## config.mk

```make
export PLATFORM = sky130hd
export DESIGN_NAME = flash_toggle_poller
export DESIGN_NICKNAME = d
export VERILOG_FILES = /design/src/rtl/ftp_pkg.sv /design/src/rtl/ftp_tick_timer.sv /design/src/rtl/ftp_toggle_judge.sv /design/src/rtl/ftp_read_seq.sv /design/src/rtl/flash_toggle_poller.sv
export SDC_FILE = /design/constraint.sdc
export NUM_CORES = 1
export LEC_CHECK = 0
export CORE_MARGIN = 2
export CORE_UTILIZATION = 49
export DETAILED_ROUTE_END_ITERATION = 16
export PLACE_DENSITY = 0.8
export RECOVER_POWER = 50
export SLEW_MARGIN = 20
export SYNTH_ARGS = -nofsm -noshare
export SYNTH_HDL_FRONTEND = slang
export SYNTH_SLANG_ARGS = --single-unit
```

## constraint.sdc

```tcl
create_clock -name clk -period 3.35 [get_ports clk]
set_clock_uncertainty 0.15 [all_clocks]
set_input_delay 0.335 -clock clk [delete_from_list [all_inputs] [get_ports clk]]
set_output_delay 0.335 -clock clk [all_outputs]
set_load 0.05 [all_outputs]
```

## src/rtl/ftp_pkg.sv

```systemverilog
package ftp_pkg;

   typedef enum logic [1:0] {
      ST_IDLE,
      ST_REQ,
      ST_WAIT
   } seq_state_e;

   typedef enum logic [2:0] {
      PH_DUMMY,
      PH_KEEP_A,
      PH_KEEP_B,
      PH_RECHK_A,
      PH_RECHK_B
   } rd_phase_e;

   typedef enum logic [2:0] {
      ACT_NEXT,
      ACT_NEW_ROUND,
      ACT_RECHECK,
      ACT_PASS,
      ACT_FAIL
   } poll_act_e;

   localparam int unsigned SECTOR_LIMIT_MS   = 500;
   localparam int unsigned ARRAY_LIMIT_MS    = 20000;
   localparam int unsigned ARRAY_POLL_OFFSET = 32'h0000_0AA8;

   function automatic longint unsigned ms_to_ticks(input int unsigned ms,
                                                   input int unsigned ticks_per_ms);
      return longint'(ms) * longint'(ticks_per_ms);
   endfunction

   function automatic rd_phase_e phase_after(input rd_phase_e ph);
      case (ph)
         PH_DUMMY:   return PH_KEEP_A;
         PH_KEEP_A:  return PH_KEEP_B;
         PH_RECHK_A: return PH_RECHK_B;
         default:    return PH_DUMMY;
      endcase
   endfunction

endpackage

```

## src/rtl/ftp_tick_timer.sv

```systemverilog
module ftp_tick_timer #(
   parameter int CNT_W = 32
) (
   input  logic             clk,
   input  logic             rst,
   input  logic             clear_i,
   input  logic             run_i,
   input  logic [CNT_W-1:0] limit_i,
   output logic [CNT_W-1:0] elapsed_o,
   output logic [CNT_W-1:0] limit_o,
   output logic             expired_o
);

   localparam logic [CNT_W-1:0] CNT_MAX = '1;

   logic [CNT_W-1:0] elapsed_q;
   logic [CNT_W-1:0] limit_q;

   always_ff @(posedge clk) begin
      if (rst) begin
         elapsed_q <= '0;
         limit_q   <= '0;
      end else if (clear_i) begin
         elapsed_q <= '0;
         limit_q   <= limit_i;
      end else if (run_i && (elapsed_q != CNT_MAX)) begin
         elapsed_q <= elapsed_q + 1'b1;
      end
   end

   assign expired_o = (elapsed_q > limit_q);
   assign elapsed_o = elapsed_q;
   assign limit_o   = limit_q;

endmodule

```

## src/rtl/ftp_toggle_judge.sv

```systemverilog
module ftp_toggle_judge
   import ftp_pkg::*;
#(
   parameter int DATA_W  = 16,
   parameter int TOG_POS = 6,
   parameter int LIM_POS = 5
) (
   input  rd_phase_e         phase_i,
   input  logic [DATA_W-1:0] held_i,
   input  logic [DATA_W-1:0] fresh_i,
   output poll_act_e         act_o
);

   generate
      if (TOG_POS >= DATA_W || LIM_POS >= DATA_W || TOG_POS == LIM_POS) begin : g_bad_pos
         $error("ftp_toggle_judge: status bit positions must be distinct and inside DATA_W");
      end
   endgenerate

   logic tog_same;
   assign tog_same = (held_i[TOG_POS] == fresh_i[TOG_POS]);

   always_comb begin
      act_o = ACT_NEXT;
      case (phase_i)
         PH_KEEP_B: begin
            if (tog_same)              act_o = ACT_PASS;
            else if (held_i[LIM_POS])  act_o = ACT_RECHECK;
            else                       act_o = ACT_NEW_ROUND;
         end
         PH_RECHK_B: act_o = tog_same ? ACT_PASS : ACT_FAIL;
         default:    act_o = ACT_NEXT;
      endcase
   end

endmodule

```

## src/rtl/ftp_read_seq.sv

```systemverilog
module ftp_read_seq
   import ftp_pkg::*;
#(
   parameter int ADDR_W = 20,
   parameter int DATA_W = 16
) (
   input  logic              clk,
   input  logic              rst,
   input  logic              start_i,
   input  logic [ADDR_W-1:0] addr_i,
   input  logic              rd_valid_i,
   input  logic [DATA_W-1:0] rd_data_i,
   input  poll_act_e         act_i,
   input  logic              expired_i,
   output logic              rd_req_o,
   output logic [ADDR_W-1:0] rd_addr_o,
   output rd_phase_e         phase_o,
   output logic [DATA_W-1:0] held_o,
   output logic              clear_o,
   output logic              run_o,
   output logic              busy_o,
   output logic              done_o,
   output logic              pass_o
);

   seq_state_e        state_q;
   rd_phase_e         phase_q;
   logic [DATA_W-1:0] held_q;
   logic [ADDR_W-1:0] addr_q;
   logic              done_q;
   logic              pass_q;
   logic              finish;
   logic              fin_pass;

   // a verdict carried by the arriving read outranks the timer
   always_comb begin
      finish   = 1'b0;
      fin_pass = 1'b0;
      case (state_q)
         ST_REQ:  finish = expired_i;
         ST_WAIT: begin
            if (rd_valid_i && act_i == ACT_PASS) begin
               finish   = 1'b1;
               fin_pass = 1'b1;
            end else if (rd_valid_i && act_i == ACT_FAIL) begin
               finish   = 1'b1;
            end else begin
               finish   = expired_i;
            end
         end
         default: finish = 1'b0;
      endcase
   end

   always_ff @(posedge clk) begin
      if (rst) begin
         state_q <= ST_IDLE;
         phase_q <= PH_DUMMY;
         held_q  <= '0;
         addr_q  <= '0;
         done_q  <= 1'b0;
         pass_q  <= 1'b0;
      end else begin
         done_q <= finish;
         if (finish) pass_q <= fin_pass;
         case (state_q)
            ST_IDLE: begin
               if (start_i) begin
                  addr_q  <= addr_i;
                  phase_q <= PH_DUMMY;
                  pass_q  <= 1'b0;
                  state_q <= ST_REQ;
               end
            end
            ST_REQ: state_q <= finish ? ST_IDLE : ST_WAIT;
            ST_WAIT: begin
               if (finish) begin
                  state_q <= ST_IDLE;
               end else if (rd_valid_i) begin
                  state_q <= ST_REQ;
                  case (act_i)
                     ACT_NEW_ROUND: phase_q <= PH_DUMMY;
                     ACT_RECHECK:   phase_q <= PH_RECHK_A;
                     default: begin
                        phase_q <= phase_after(phase_q);
                        if (phase_q == PH_KEEP_A || phase_q == PH_RECHK_A)
                           held_q <= rd_data_i;
                     end
                  endcase
               end
            end
            default: state_q <= ST_IDLE;
         endcase
      end
   end

   assign busy_o    = (state_q != ST_IDLE);
   assign clear_o   = (state_q == ST_IDLE) && start_i;
   assign run_o     = busy_o && !finish;
   assign rd_req_o  = (state_q == ST_REQ) && !finish;
   assign rd_addr_o = addr_q;
   assign phase_o   = phase_q;
   assign held_o    = held_q;
   assign done_o    = done_q;
   assign pass_o    = pass_q;

endmodule

```

## src/rtl/flash_toggle_poller.sv

```systemverilog
module flash_toggle_poller
   import ftp_pkg::*;
#(
   parameter int ADDR_W       = 20,
   parameter int DATA_W       = 16,
   parameter int CNT_W        = 32,
   parameter int TOG_POS      = 6,
   parameter int LIM_POS      = 5,
   parameter int TICKS_PER_MS = 50000
) (
   input  logic              clk,
   input  logic              rst,
   input  logic              start_i,
   input  logic [ADDR_W-1:0] addr_i,
   input  logic [CNT_W-1:0]  limit_i,
   output logic              rd_req_o,
   output logic [ADDR_W-1:0] rd_addr_o,
   input  logic              rd_valid_i,
   input  logic [DATA_W-1:0] rd_data_i,
   output logic              busy_o,
   output logic              done_o,
   output logic              pass_o,
   output logic [CNT_W-1:0]  elapsed_o
);

   localparam longint unsigned SECTOR_TICKS = ms_to_ticks(SECTOR_LIMIT_MS, TICKS_PER_MS);
   localparam longint unsigned ARRAY_TICKS  = ms_to_ticks(ARRAY_LIMIT_MS, TICKS_PER_MS);
   localparam longint unsigned CNT_SPAN     = (CNT_W >= 63) ? 64'hFFFF_FFFF_FFFF_FFFF
                                                            : (64'd1 << CNT_W);

   generate
      if (ARRAY_TICKS >= CNT_SPAN || SECTOR_TICKS >= CNT_SPAN) begin : g_bad_cnt
         $error("flash_toggle_poller: CNT_W too small for the preset time limits");
      end
      if (ADDR_W < 12) begin : g_bad_addr
         $error("flash_toggle_poller: ADDR_W cannot reach the whole-array poll offset");
      end
   endgenerate

   poll_act_e         act;
   rd_phase_e         phase;
   logic [DATA_W-1:0] held;
   logic              expired;
   logic              tmr_clear;
   logic              tmr_run;
   logic [CNT_W-1:0]  tmr_limit;

   ftp_read_seq #(.ADDR_W(ADDR_W), .DATA_W(DATA_W)) u_seq (
      .clk        (clk),
      .rst        (rst),
      .start_i    (start_i),
      .addr_i     (addr_i),
      .rd_valid_i (rd_valid_i),
      .rd_data_i  (rd_data_i),
      .act_i      (act),
      .expired_i  (expired),
      .rd_req_o   (rd_req_o),
      .rd_addr_o  (rd_addr_o),
      .phase_o    (phase),
      .held_o     (held),
      .clear_o    (tmr_clear),
      .run_o      (tmr_run),
      .busy_o     (busy_o),
      .done_o     (done_o),
      .pass_o     (pass_o)
   );

   ftp_toggle_judge #(.DATA_W(DATA_W), .TOG_POS(TOG_POS), .LIM_POS(LIM_POS)) u_judge (
      .phase_i (phase),
      .held_i  (held),
      .fresh_i (rd_data_i),
      .act_o   (act)
   );

   ftp_tick_timer #(.CNT_W(CNT_W)) u_timer (
      .clk       (clk),
      .rst       (rst),
      .clear_i   (tmr_clear),
      .run_i     (tmr_run),
      .limit_i   (limit_i),
      .elapsed_o (elapsed_o),
      .limit_o   (tmr_limit),
      .expired_o (expired)
   );

endmodule

```

==> qor.txt <==
register area = 1867 um2
layout cells sized above 1 = 6.198%
Arrival @ worst endpoint = 2.75 ns
Critical Path, Cell by Cell = inv_1 -> ha_1 -> nand4_4 -> or4_4 -> a21oi_1 -> a31oi_1 -> buf_4 -> o221ai_2 -> and2_4 -> buf_12
final instance area = 6395 um2
Pwr Density = 408.2 nW/um2
Final Hold Vio Count = 0
Max Clk Rate = 309.5 MHz
clock buffer depth = 2
Hold Buf Count CTS = 0
row cnt = 36
Nets = 831
Die Span Y = 103.6 um
area of the multi-input gates = 2715 um2
cell family with the largest share of critical-path delay = simple AND/OR/NAND/NOR gates
post-synth design cell area = 4865 um2
CTS tree = done
Routed WL per cell = 15.16 um
CP Data Required Time = 2.86 ns
vias in the first global route = 4604
Post CTS Setup Buffer Count = 0
worst-margin pin slew = 1.056 ns
worst hold path type = in -> reg
Die ar. = 10740 um2
drt first pass iters = 5
max incr delay on CP = 0.58 ns
Core Util, Final = 66.03%
Worst Setup EP = rd_req_o
critical path launch point type = register
Unique masters post-synth = 48
first-pass GRT wire length = 21450 um
clk_lat worst skew = 0.37 ns
Layout area overhead = 31.46%
number of flops mapped to enable cells by yosys = 0
Max IR drop VDD = 0.0002557 V
Max-cap violations = 0
CP Depth = 10
Final Critical Period = 3.231 ns
Final Wtd Congestion = 0.8268
count leader, synth = nand2_1
Net Count, Synth = 726
Remaining DRCs = 0
outcome = completed
Post-Syn Instances = 617
Via Count = 4870
IO buf count = 113
Routed Wire Length = 13020 um
largest cells by area after synthesis = dfxtp_1 (38%), nand2_1 (11%), a21oi_1 (9.8%)
hold_ws = 0.1733 ns
clk slew on worst S/H paths = 0.09 ns
number of diodes = 0
worst path bufs/invs = 3
top post-synthesis cells by count = nand2_1 (140), a21oi_1 (95), dfxtp_1 (93), inv_1 (42), ha_1 (37)
Worst R2R Start = u_timer.limit_o[14]$_SDFFE_PP0P_
Initial Util = 50.23%
grt ovf = 0
Slew Limit Fails = 0
Syn Area/Cell = 7.884 um2
Worst Path Class, Setup = reg -> out
Post-DP HPWL = 9281 um
Synth Register Bits = 93
period utilisation layout = 96.46%
htree depth = 3
clk sinks = 93
All-Layer GR Usage = 23.89%
Post-synth ARST share = 0%
Ports = 128
drt first-iter violations = 278
CTS buffer count = 9
synth warn = 0
r2r setup slk = 0.17 ns
largest net degree at the start of global routing = 67
Die X = 103.6 um
cell with the largest stage delay on the worst path = or4_4
CORE AREA = 9684 um2
Reg2Reg Depth = 10
final setup vio count = 0
initial antenna violation count = 0
worst setup path start = u_timer.limit_o[14]$_SDFFE_PP0P_
critical path capture point type = primary output
Yosys top cell by area = dfxtp_1
Yosys top cell area share = 38.27%
routed vias/inst = 5.669
ys flop type = dfxtp_1
post-synthesis sequential area ratio = 38.27%
Placed Area = 6148 um2
Slew Limit Headroom = 29.59%
Worst R2R End = u_timer.elapsed_o[25]$_SDFFE_PP0P_
critical-path maximum fanout = 4
root buffer cell = clkbuf_8
DRT antenna net count = 0
Fillers = 810
Leak = 0.002501 uW
==> tightest hold or removal path, delay by kind of cell <==
kind	cells	cell delay (ns)
AND/OR/NAND/NOR	1	0.12
buffers and inverters	1	0.13
AO/OA/AOI/OAI	1	0.06
==> cells in the final DEF, fill, tap and decap left out, types with 3 or more instances in the layout <==
| cell type | Yosys | final |
|---|---|---|
| a21oi_1 | 95 | 95 |
| a31oi_1 | 4 | 4 |
| and3_1 | 4 | 4 |
| buf_12 | 0 | 3 |
| buf_4 | 3 | 10 |
| bufinv_16 | 0 | 3 |
| clkbuf_8 | 0 | 9 |
| clkdlybuf4s50_1 | 0 | 57 |
| dfxtp_1 | 93 | 89 |
| dfxtp_2 | 0 | 4 |
| dlygate4sd3_1 | 0 | 54 |
| ha_1 | 37 | 37 |
| inv_1 | 42 | 42 |
| mux2i_1 | 4 | 4 |
| nand2_1 | 140 | 140 |
| nand2b_1 | 11 | 11 |
| nand3_1 | 11 | 11 |
| nand4_1 | 13 | 13 |
| nor2_1 | 18 | 18 |
| nor2b_1 | 4 | 4 |
| o211ai_1 | 4 | 4 |
| o21ai_0 | 10 | 10 |
| o31ai_1 | 21 | 21 |
| or3_1 | 7 | 7 |
| or4_1 | 26 | 25 |
==> worst min-delay path by stage <==
stage	from	cells after the start	endpoint
2_1_floorplan	u_timer.limit_o[10]$_SDFFE_PP0P_	2	u_timer.limit_o[10]$_SDFFE_PP0P_
3_3_place_gp	u_seq.rd_addr_o[0]$_SDFFE_PP0P_	2	u_seq.rd_addr_o[0]$_SDFFE_PP0P_
3_5_place_dp	u_seq.rd_addr_o[5]$_SDFFE_PP0P_	2	u_seq.rd_addr_o[5]$_SDFFE_PP0P_
4_1_cts	rst	3	u_timer.elapsed_o[8]$_SDFFE_PP0P_
5_1_grt	rst	3	u_timer.elapsed_o[8]$_SDFFE_PP0P_
6_report	rst	3	u_timer.elapsed_o[8]$_SDFFE_PP0P_
==> per-layer routing <==
| layer | vias up | global-route usage (%) | routed length (um) |
|---|---|---|---|
| met2 | 149 | 41.49 | 6507 |
| met4 | 0 | 8.591 | 359 |
| li1 | 2398 | - | - |
| met1 | 2295 | 29.86 | 5506 |
| met3 | 28 | 4.028 | 646 |
| met5 | - | 0 | 0 |
==> registers in the layout (all words and copies together) (netlist names) <==
signal / cells
u_seq.rd_addr_o: 20
u_seq.phase_o: 3
u_seq.held_o: 2
u_timer.elapsed_o: 32
u_seq.state_q: 2
u_seq.done_o: 1
u_seq.pass_o: 1
u_timer.limit_o: 32
==> logic make-up after synthesis <==
family	Yosys count	synth area share, %
simple gates	253	25.69
compound gates	152	18.60
flops	93	38.27
buf+inv	75	6.507
fa+ha+maj	37	9.516
mux	5	1.055
xor+xnor	2	0.3601
==> stage by stage <==
stage	setup TNS [ns]	cells	total power [uW]	setup slack, ns
2_1_floorplan	0	617	1551	0.09312
3_3_place_gp	-0.01469	844	1734	-0.01469
3_5_place_dp	-0.5840	844	1752	-0.05461
4_1_cts	0	859	2631	0.02525
5_1_grt	-0.001604	859	2720	-0.001604
6_report	0	859	2611	0.1186
==> timing repair <==
item | 4_1_cts | 5_1_grt
hold endpoints to repair | 0 | 0
gates resized for setup | 2 | 4
setup endpoints to repair | 1 | 1
cloned | 0 | 0
==> power breakdown <==
| group | internal, uW | switching [uW] |
|---|---|---|
| Clock | 490 | 389 |
| Sequential | 1160 | 29.7 |
| Combinational | 205 | 336 |
==> area by class of cell <==
type                    count  area share (%)
clock inverters             5           1.565
well taps                 133           2.602
repair buffers            127           19.72
multi-input cells         449           42.46
inverters                  42           2.465
flip-flops and latches     93           29.19
clock buffers              10           1.996
(Power assumes the default switching activity.)
